`src/rtl/dm_pkg.sv`:
```
package dm_pkg;
    localparam int OPW   = 8;              // operand width
    localparam int GAP   = 18;             // bit offset of the upper lane
    localparam int AW    = 27;             // wide multiplier port A
    localparam int CW    = 18;             // wide multiplier port B
    localparam int PW    = AW + CW;        // full product width
    localparam int LW    = 2 * OPW;        // lane product width
endpackage

```
`src/rtl/dm_pack.sv`:
```
module dm_pack
    import dm_pkg::*;
(
    input  logic                  clk,
    input  logic                  rst_n,
    input  logic                  vld_i,
    input  logic signed [OPW-1:0] x_i,
    input  logic signed [OPW-1:0] y_i,
    input  logic signed [OPW-1:0] w_i,
    output logic                  vld_o,
    output logic        [AW-1:0]  word_o,
    output logic        [CW-1:0]  wext_o
);
    localparam int XPAD = AW - OPW - GAP;
    localparam int YPAD = AW - OPW;
    localparam int WPAD = CW - OPW;

    logic [AW-1:0] x_field;
    logic [AW-1:0] y_field;

    always_comb begin
        x_field = {{XPAD{x_i[OPW-1]}}, x_i, {GAP{1'b0}}};
        y_field = {{YPAD{y_i[OPW-1]}}, y_i};
    end

    always_ff @(posedge clk) begin
        if (!rst_n) begin
            vld_o  <= 1'b0;
            word_o <= '0;
            wext_o <= '0;
        end else begin
            vld_o <= vld_i;
            if (vld_i) begin
                word_o <= x_field + y_field;
                wext_o <= {{WPAD{w_i[OPW-1]}}, w_i};
            end
        end
    end

    a_r7_pack_hold: assert property (@(posedge clk) disable iff (!rst_n)
        !vld_i |=> $stable(word_o) && $stable(wext_o));
endmodule

```
`src/rtl/dm_wide_mul.sv`:
```
module dm_wide_mul
    import dm_pkg::*;
(
    input  logic              clk,
    input  logic              rst_n,
    input  logic              vld_i,
    input  logic [AW-1:0]     word_i,
    input  logic [CW-1:0]     wext_i,
    output logic              vld_o,
    output logic [PW-1:0]     prod_o
);
    logic signed [PW-1:0] a_ext;
    logic signed [PW-1:0] b_ext;
    logic signed [PW-1:0] full;

    always_comb begin
        a_ext = {{CW{word_i[AW-1]}}, word_i};
        b_ext = {{AW{wext_i[CW-1]}}, wext_i};
        full  = a_ext * b_ext;
    end

    always_ff @(posedge clk) begin
        if (!rst_n) begin
            vld_o  <= 1'b0;
            prod_o <= '0;
        end else begin
            vld_o <= vld_i;
            if (vld_i) prod_o <= full;
        end
    end

    a_r5_stage2_follows: assert property (@(posedge clk) disable iff (!rst_n)
        vld_i |=> vld_o);
    a_r7_mul_hold: assert property (@(posedge clk) disable iff (!rst_n)
        !vld_i |=> $stable(prod_o));
endmodule

```
`src/rtl/dm_split.sv`:
```
module dm_split
    import dm_pkg::*;
(
    input  logic              clk,
    input  logic              rst_n,
    input  logic              vld_i,
    input  logic [PW-1:0]     prod_i,
    output logic              vld_o,
    output logic [LW-1:0]     hi_o,
    output logic [LW-1:0]     lo_o
);
    logic [LW-1:0] hi_raw;
    logic [LW-1:0] borrow;

    always_comb begin
        hi_raw = prod_i[GAP+LW-1:GAP];
        borrow = {{(LW-1){1'b0}}, prod_i[GAP-1]};
    end

    always_ff @(posedge clk) begin
        if (!rst_n) begin
            vld_o <= 1'b0;
            hi_o  <= '0;
            lo_o  <= '0;
        end else begin
            vld_o <= vld_i;
            if (vld_i) begin
                lo_o <= prod_i[LW-1:0];
                hi_o <= hi_raw + borrow;
            end
        end
    end

    a_r5_stage3_follows: assert property (@(posedge clk) disable iff (!rst_n)
        vld_i |=> vld_o);
    a_r6_lo_range: assert property (@(posedge clk) disable iff (!rst_n)
        vld_o |-> ($signed(lo_o) >= -16'sd16256 && $signed(lo_o) <= 16'sd16384));
    a_r6_hi_range: assert property (@(posedge clk) disable iff (!rst_n)
        vld_o |-> ($signed(hi_o) >= -16'sd16256 && $signed(hi_o) <= 16'sd16384));
endmodule

```
`src/rtl/dual_mul8_shared.sv`:
```
module dual_mul8_shared
    import dm_pkg::*;
(
    input  logic        clk,
    input  logic        rst_n,
    input  logic        in_vld,
    input  logic [7:0]  in_x,
    input  logic [7:0]  in_y,
    input  logic [7:0]  in_w,
    output logic        out_vld,
    output logic [15:0] out_hi,
    output logic [15:0] out_lo
);
    logic          v1;
    logic [AW-1:0] word1;
    logic [CW-1:0] wext1;
    logic          v2;
    logic [PW-1:0] prod2;

    dm_pack u_pack (
        .clk    (clk),
        .rst_n  (rst_n),
        .vld_i  (in_vld),
        .x_i    (in_x),
        .y_i    (in_y),
        .w_i    (in_w),
        .vld_o  (v1),
        .word_o (word1),
        .wext_o (wext1)
    );

    dm_wide_mul u_mul (
        .clk    (clk),
        .rst_n  (rst_n),
        .vld_i  (v1),
        .word_i (word1),
        .wext_i (wext1),
        .vld_o  (v2),
        .prod_o (prod2)
    );

    dm_split u_split (
        .clk    (clk),
        .rst_n  (rst_n),
        .vld_i  (v2),
        .prod_i (prod2),
        .vld_o  (out_vld),
        .hi_o   (out_hi),
        .lo_o   (out_lo)
    );

    a_r7_out_hold: assert property (@(posedge clk) disable iff (!rst_n)
        !v2 |=> !out_vld && $stable(out_hi) && $stable(out_lo));
    a_r1_reset_clear: assert property (@(posedge clk)
        !rst_n |=> !out_vld && out_hi == 16'd0 && out_lo == 16'd0);
endmodule

```
`config.mk`:
```
export PLATFORM = sky130hd
export DESIGN_NAME = dual_mul8_shared
export DESIGN_NICKNAME = d
export VERILOG_FILES = /design/src/rtl/dm_pkg.sv /design/src/rtl/dm_pack.sv /design/src/rtl/dm_wide_mul.sv /design/src/rtl/dm_split.sv /design/src/rtl/dual_mul8_shared.sv
export SDC_FILE = /design/constraint.sdc
export NUM_CORES = 1
export LEC_CHECK = 0
export ABC_AREA = 1
export BUFFER_PORTS_ARGS = -buffer_cell sky130_fd_sc_hd__buf_2
export CELL_PAD_IN_SITES_DETAIL_PLACEMENT = 1
export CELL_PAD_IN_SITES_GLOBAL_PLACEMENT = 1
export CORE_MARGIN = 2
export CORE_UTILIZATION = 42
export DETAILED_ROUTE_END_ITERATION = 10
export PLACE_DENSITY = 0.85
export SETUP_SLACK_MARGIN = 0.15
export SLEW_MARGIN = 20
export SYNTH_ARGS = -nofsm -noshare
export SYNTH_HDL_FRONTEND = slang
export SYNTH_SLANG_ARGS = --single-unit
```
`constraint.sdc`:
```
create_clock -name clk -period 4.4 [get_ports clk]
set_clock_uncertainty 0.2 [all_clocks]
set_input_delay 0.22 -clock clk [delete_from_list [all_inputs] [get_ports clk]]
set_output_delay 0.22 -clock clk [all_outputs]
set_load 0.05 [all_outputs]
```
==> run_results.csv <==
group,metric,value,unit
placed_design,gp_congestion,0.912,
pwr,power_frac_comb,62.0,%
pwr,power_density,323,nW/µm²
route,drt_wl_total,54000,µm
floorplanning,row_count,59,
pwr,peakVddDrop,208,µV
outcome,violations,"setup timing",
layout,n_fill_cell,3215,
outcome,outcome,"complete, but fails checks",
grt,grt_pass1_wl,71800,µm
route,drtIter0Drc,1002,
synth,synth_nets,1851,
synth,synth.distinct_cells,39,
timing,drv_slew,0,
pwr,switching_share,48.9,%
timing,max_freq,202,MHz
timing,max_slew_margin,38.8,%
floorplanning,start_util,42.6,%
worst_setup_path,critPathArrivalTime,5.02,ns
timing,tns,-10.22,ns
cts,clkTransAtPathRegs,0.09,ns
worst_setup_path,critPathLaunchType,"flip-flop",
pwr,leakage,8.69,nW
timing,fin_hold_ws,0.0654,ns
floorplanning,core_area,26000,µm²
route,drcViolationCount,0,
grt,grt_start_max_net_pins,57,
cts,cts_tree,"yes",
placed_design,numPortBuffers,59,
layout,nNetsFinal,2058,
floorplanning,die_h,166,µm
hold_path,hold_path.class,"primary input to flip-flop",
timing,period_share,112,%
route,vias_per_cell,5.66,
route,wl_per_cell,24.9,µm
synth,synthCells,1617,
synth,dominantRegCellSynth,"dfxtp_1",
synth,synth_commonest_cells,"inv_1, nand2_1, nor2_1",
cts,cts_inserted_buffers,9,
floorplanning,die-area,27600,µm²
layout,n_antenna_cell,0,
timing,max_slew.worst_pin.slew,0.913,ns
worst_setup_path,critPathMaxFanout,6,
job,max_cap_viol_count,0,
cts,cts_buffer_depth,2,
layout,area_growth,37.3,%
cts,clk_latency,0.38,ns
worst_setup_path,crit_required,4.47,ns
layout,stdcell_count,2164,
timing,min_period,4.95,ns
synth,async_reset_ff_share,0,%
route,drtPass1Iterations,5,
grt,antenna_found_initial,0,
route,vias,12200,
cts,htree_num_levels,3,
worst_setup_path,ff2ff_path_depth,22,
synth,synth_area_leaders,"fa_1, dfxtp_1, inv_1",
cts,root_buffer,"clkbuf_16",
route,postRouteAntennaNets,0,
cts,cts.sinks,93,
synth,syn_area_per_cell,6.84,µm²
worst_setup_path,crit_type,"flip-flop to flip-flop",
grt,grt_use_total,33.5,%
pwr,power.switching,2.40,mW
pwr,p_seq_share,20.2,%
placed_design,dp_hpwl,28700,µm
synth,synth.largest_area_cell,"fa_1",
synth,syn-cell-area,11100,µm²
timing,hold_viol,0,
pwr,p_int,2.51,mW
grt,first_global_vias,13300,
timing,rsz0062_at_grt,"true",
synth,synth-seq-cells,93,
synth,synth_edf_count,0,
timing,setup_viol,25,
synth,synth_most_common_cell,"inv_1",
synth,yosysWarningCount,0,
worst_setup_path,cp-end-kind,"flip-flop",
hold_path,min_path_cells,4,
synth,synth-seq-area-share,16.8,%
synth,netlist.area_leader.share,24.8,%
timing,setup_ws,-0.547,ns
layout,drive_gt1_share,34.0,%
floorplanning,ios,60,
floorplanning,die_w,166,µm
placed_design,dp.cells,2077,
pwr,clkPwrFrac,17.8,%
grt,grt-ovfl-total,0,
-- flip-flops by register name, indices dropped and copies added (netlist names) --
register       cells
u_mul.vld_o        1
u_pack.word_o     17
u_split.lo_o      16
u_pack.vld_o       1
u_split.vld_o      1
u_mul.prod_o      33
u_split.hi_o      16
u_pack.wext_o      8
-- power groups by stage --
stage	clock (mW)	sequential, mW	combinational [mW]
final	0.872	0.991	3.05
after global routing	0.892	0.993	3.19
after CTS	0.852	0.976	2.51
after detailed placement	0	0.991	1.90
after global placement	0	0.988	1.79
after floorplan	0	0.998	1.18
-- per-layer routing --
metal	global-route usage [%]	wire length [µm]
met5	0	0
met4	22.9	5780
met3	4.77	3220
met2	62.9	27100
met1	34.2	17800
-- area by class of cell --
| type | instances | area, µm² | share of cell area, % |
|---|---|---|---|
| Clock inverter | 7 | 72.6 | 0.478 |
| Tap cell | 335 | 419 | 2.76 |
| Timing Repair inverter | 1 | 11.3 | 0.0742 |
| Multi-Input combinational cell | 1008 | 8810 | 58.1 |
| Clock buffer | 9 | 225 | 1.48 |
| Timing Repair Buffer | 257 | 1990 | 13.1 |
| Sequential cell | 93 | 1900 | 12.5 |
| Inverter | 454 | 1750 | 11.5 |
-- cells by family (layout without fill, tap and decap cells) --
family                     Yosys count  in the layout  synth area share [%]
and+or+nand+nor                    611            611                  22.9
buffers and inverters              516            728                  17.7
adders and majority gates          207            207                  32.7
AOI/OAI and AO/OA                  164            164                  7.75
DFF                                 93             93                  16.8
xor gates and xnor gates            26             26                  2.06
-- worst max-delay path, stage by stage (launching register included) --
cell     delay, ns
dfxtp_2       0.40
nand2_2       0.10
inv_1         0.08
fa_1          0.54
inv_2         0.05
fa_1          0.53
inv_2         0.06
fa_1          0.54
inv_1         0.06
fa_1          0.55
inv_2         0.06
ha_4          0.34
nand2_2       0.09
nand2_4       0.12
inv_1         0.11
nand2_2       0.13
inv_2         0.06
nand2_4       0.10
nand4_1       0.15
nand3_1       0.15
nand2_1       0.12
o21ai_2       0.21
inv_1         0.08
-- worst paths after layout --
check,startpoint,end,slack (ns)
setup / recovery,u_pack.word_o[5]$_SDFFE_PN0P_,u_mul.prod_o[20]$_SDFFE_PN0P_,-0.55
hold / removal,in_x[0],u_pack.word_o[18]$_SDFFE_PN0P_,0.07
setup reg to reg,u_pack.word_o[5]$_SDFFE_PN0P_,u_mul.prod_o[20]$_SDFFE_PN0P_,-0.55
hold reg to reg,u_split.hi_o[13]$_SDFFE_PN0P_,u_split.hi_o[13]$_SDFFE_PN0P_,0.29
-- placed cells by master (no fill, tap or decap), types with 5 or more instances in the layout --
cell type | Yosys | routed
nor2_1 | 159 | 128
nand2_2 | 8 | 64
xor2_1 | 24 | 17
dfxtp_1 | 93 | 78
nand2_4 | 0 | 51
dfxtp_4 | 0 | 7
nand4_1 | 15 | 15
a21oi_2 | 1 | 9
a21oi_1 | 68 | 56
nor2_4 | 3 | 22
buf_2 | 3 | 59
buf_6 | 2 | 35
nor2_2 | 3 | 15
o21ai_2 | 0 | 6
nand3_4 | 0 | 8
nand3_1 | 50 | 27
clkbuf_16 | 0 | 9
ha_1 | 70 | 38
inv_4 | 0 | 12
fa_1 | 137 | 124
fa_2 | 0 | 13
nand3_2 | 4 | 19
dlygate4sd3_1 | 0 | 14
nand2_1 | 352 | 242
xor2_2 | 0 | 5
o21ai_0 | 81 | 70
inv_2 | 6 | 64
o21ai_1 | 1 | 6
inv_1 | 447 | 375
dfxtp_2 | 0 | 8
buf_4 | 0 | 145
ha_4 | 0 | 31
-- timing repair --
item	in CTS	in global routing
pin swaps	150	99
hold buffers	14	0
gates resized for setup	319	160
endpoints found under the hold margin	14	0
buffers inserted	40	17
setup endpoints to repair	26	26
cloned	1	0
-- stage by stage --
step                power [mW]  setup slack [ns]  util, %  area, µm²
global placement          2.78            -0.372     48.7      12700
floorplan                 2.18             0.138        -      11300
global route              5.08            -0.591     58.4      15200
detailed placement        2.89            -0.467     48.7      12700
CTS                       4.34            -0.183     55.7      14500
finish                    4.91            -0.547     58.4      15200
No activity file was read; power rests on OpenSTA's default activity.
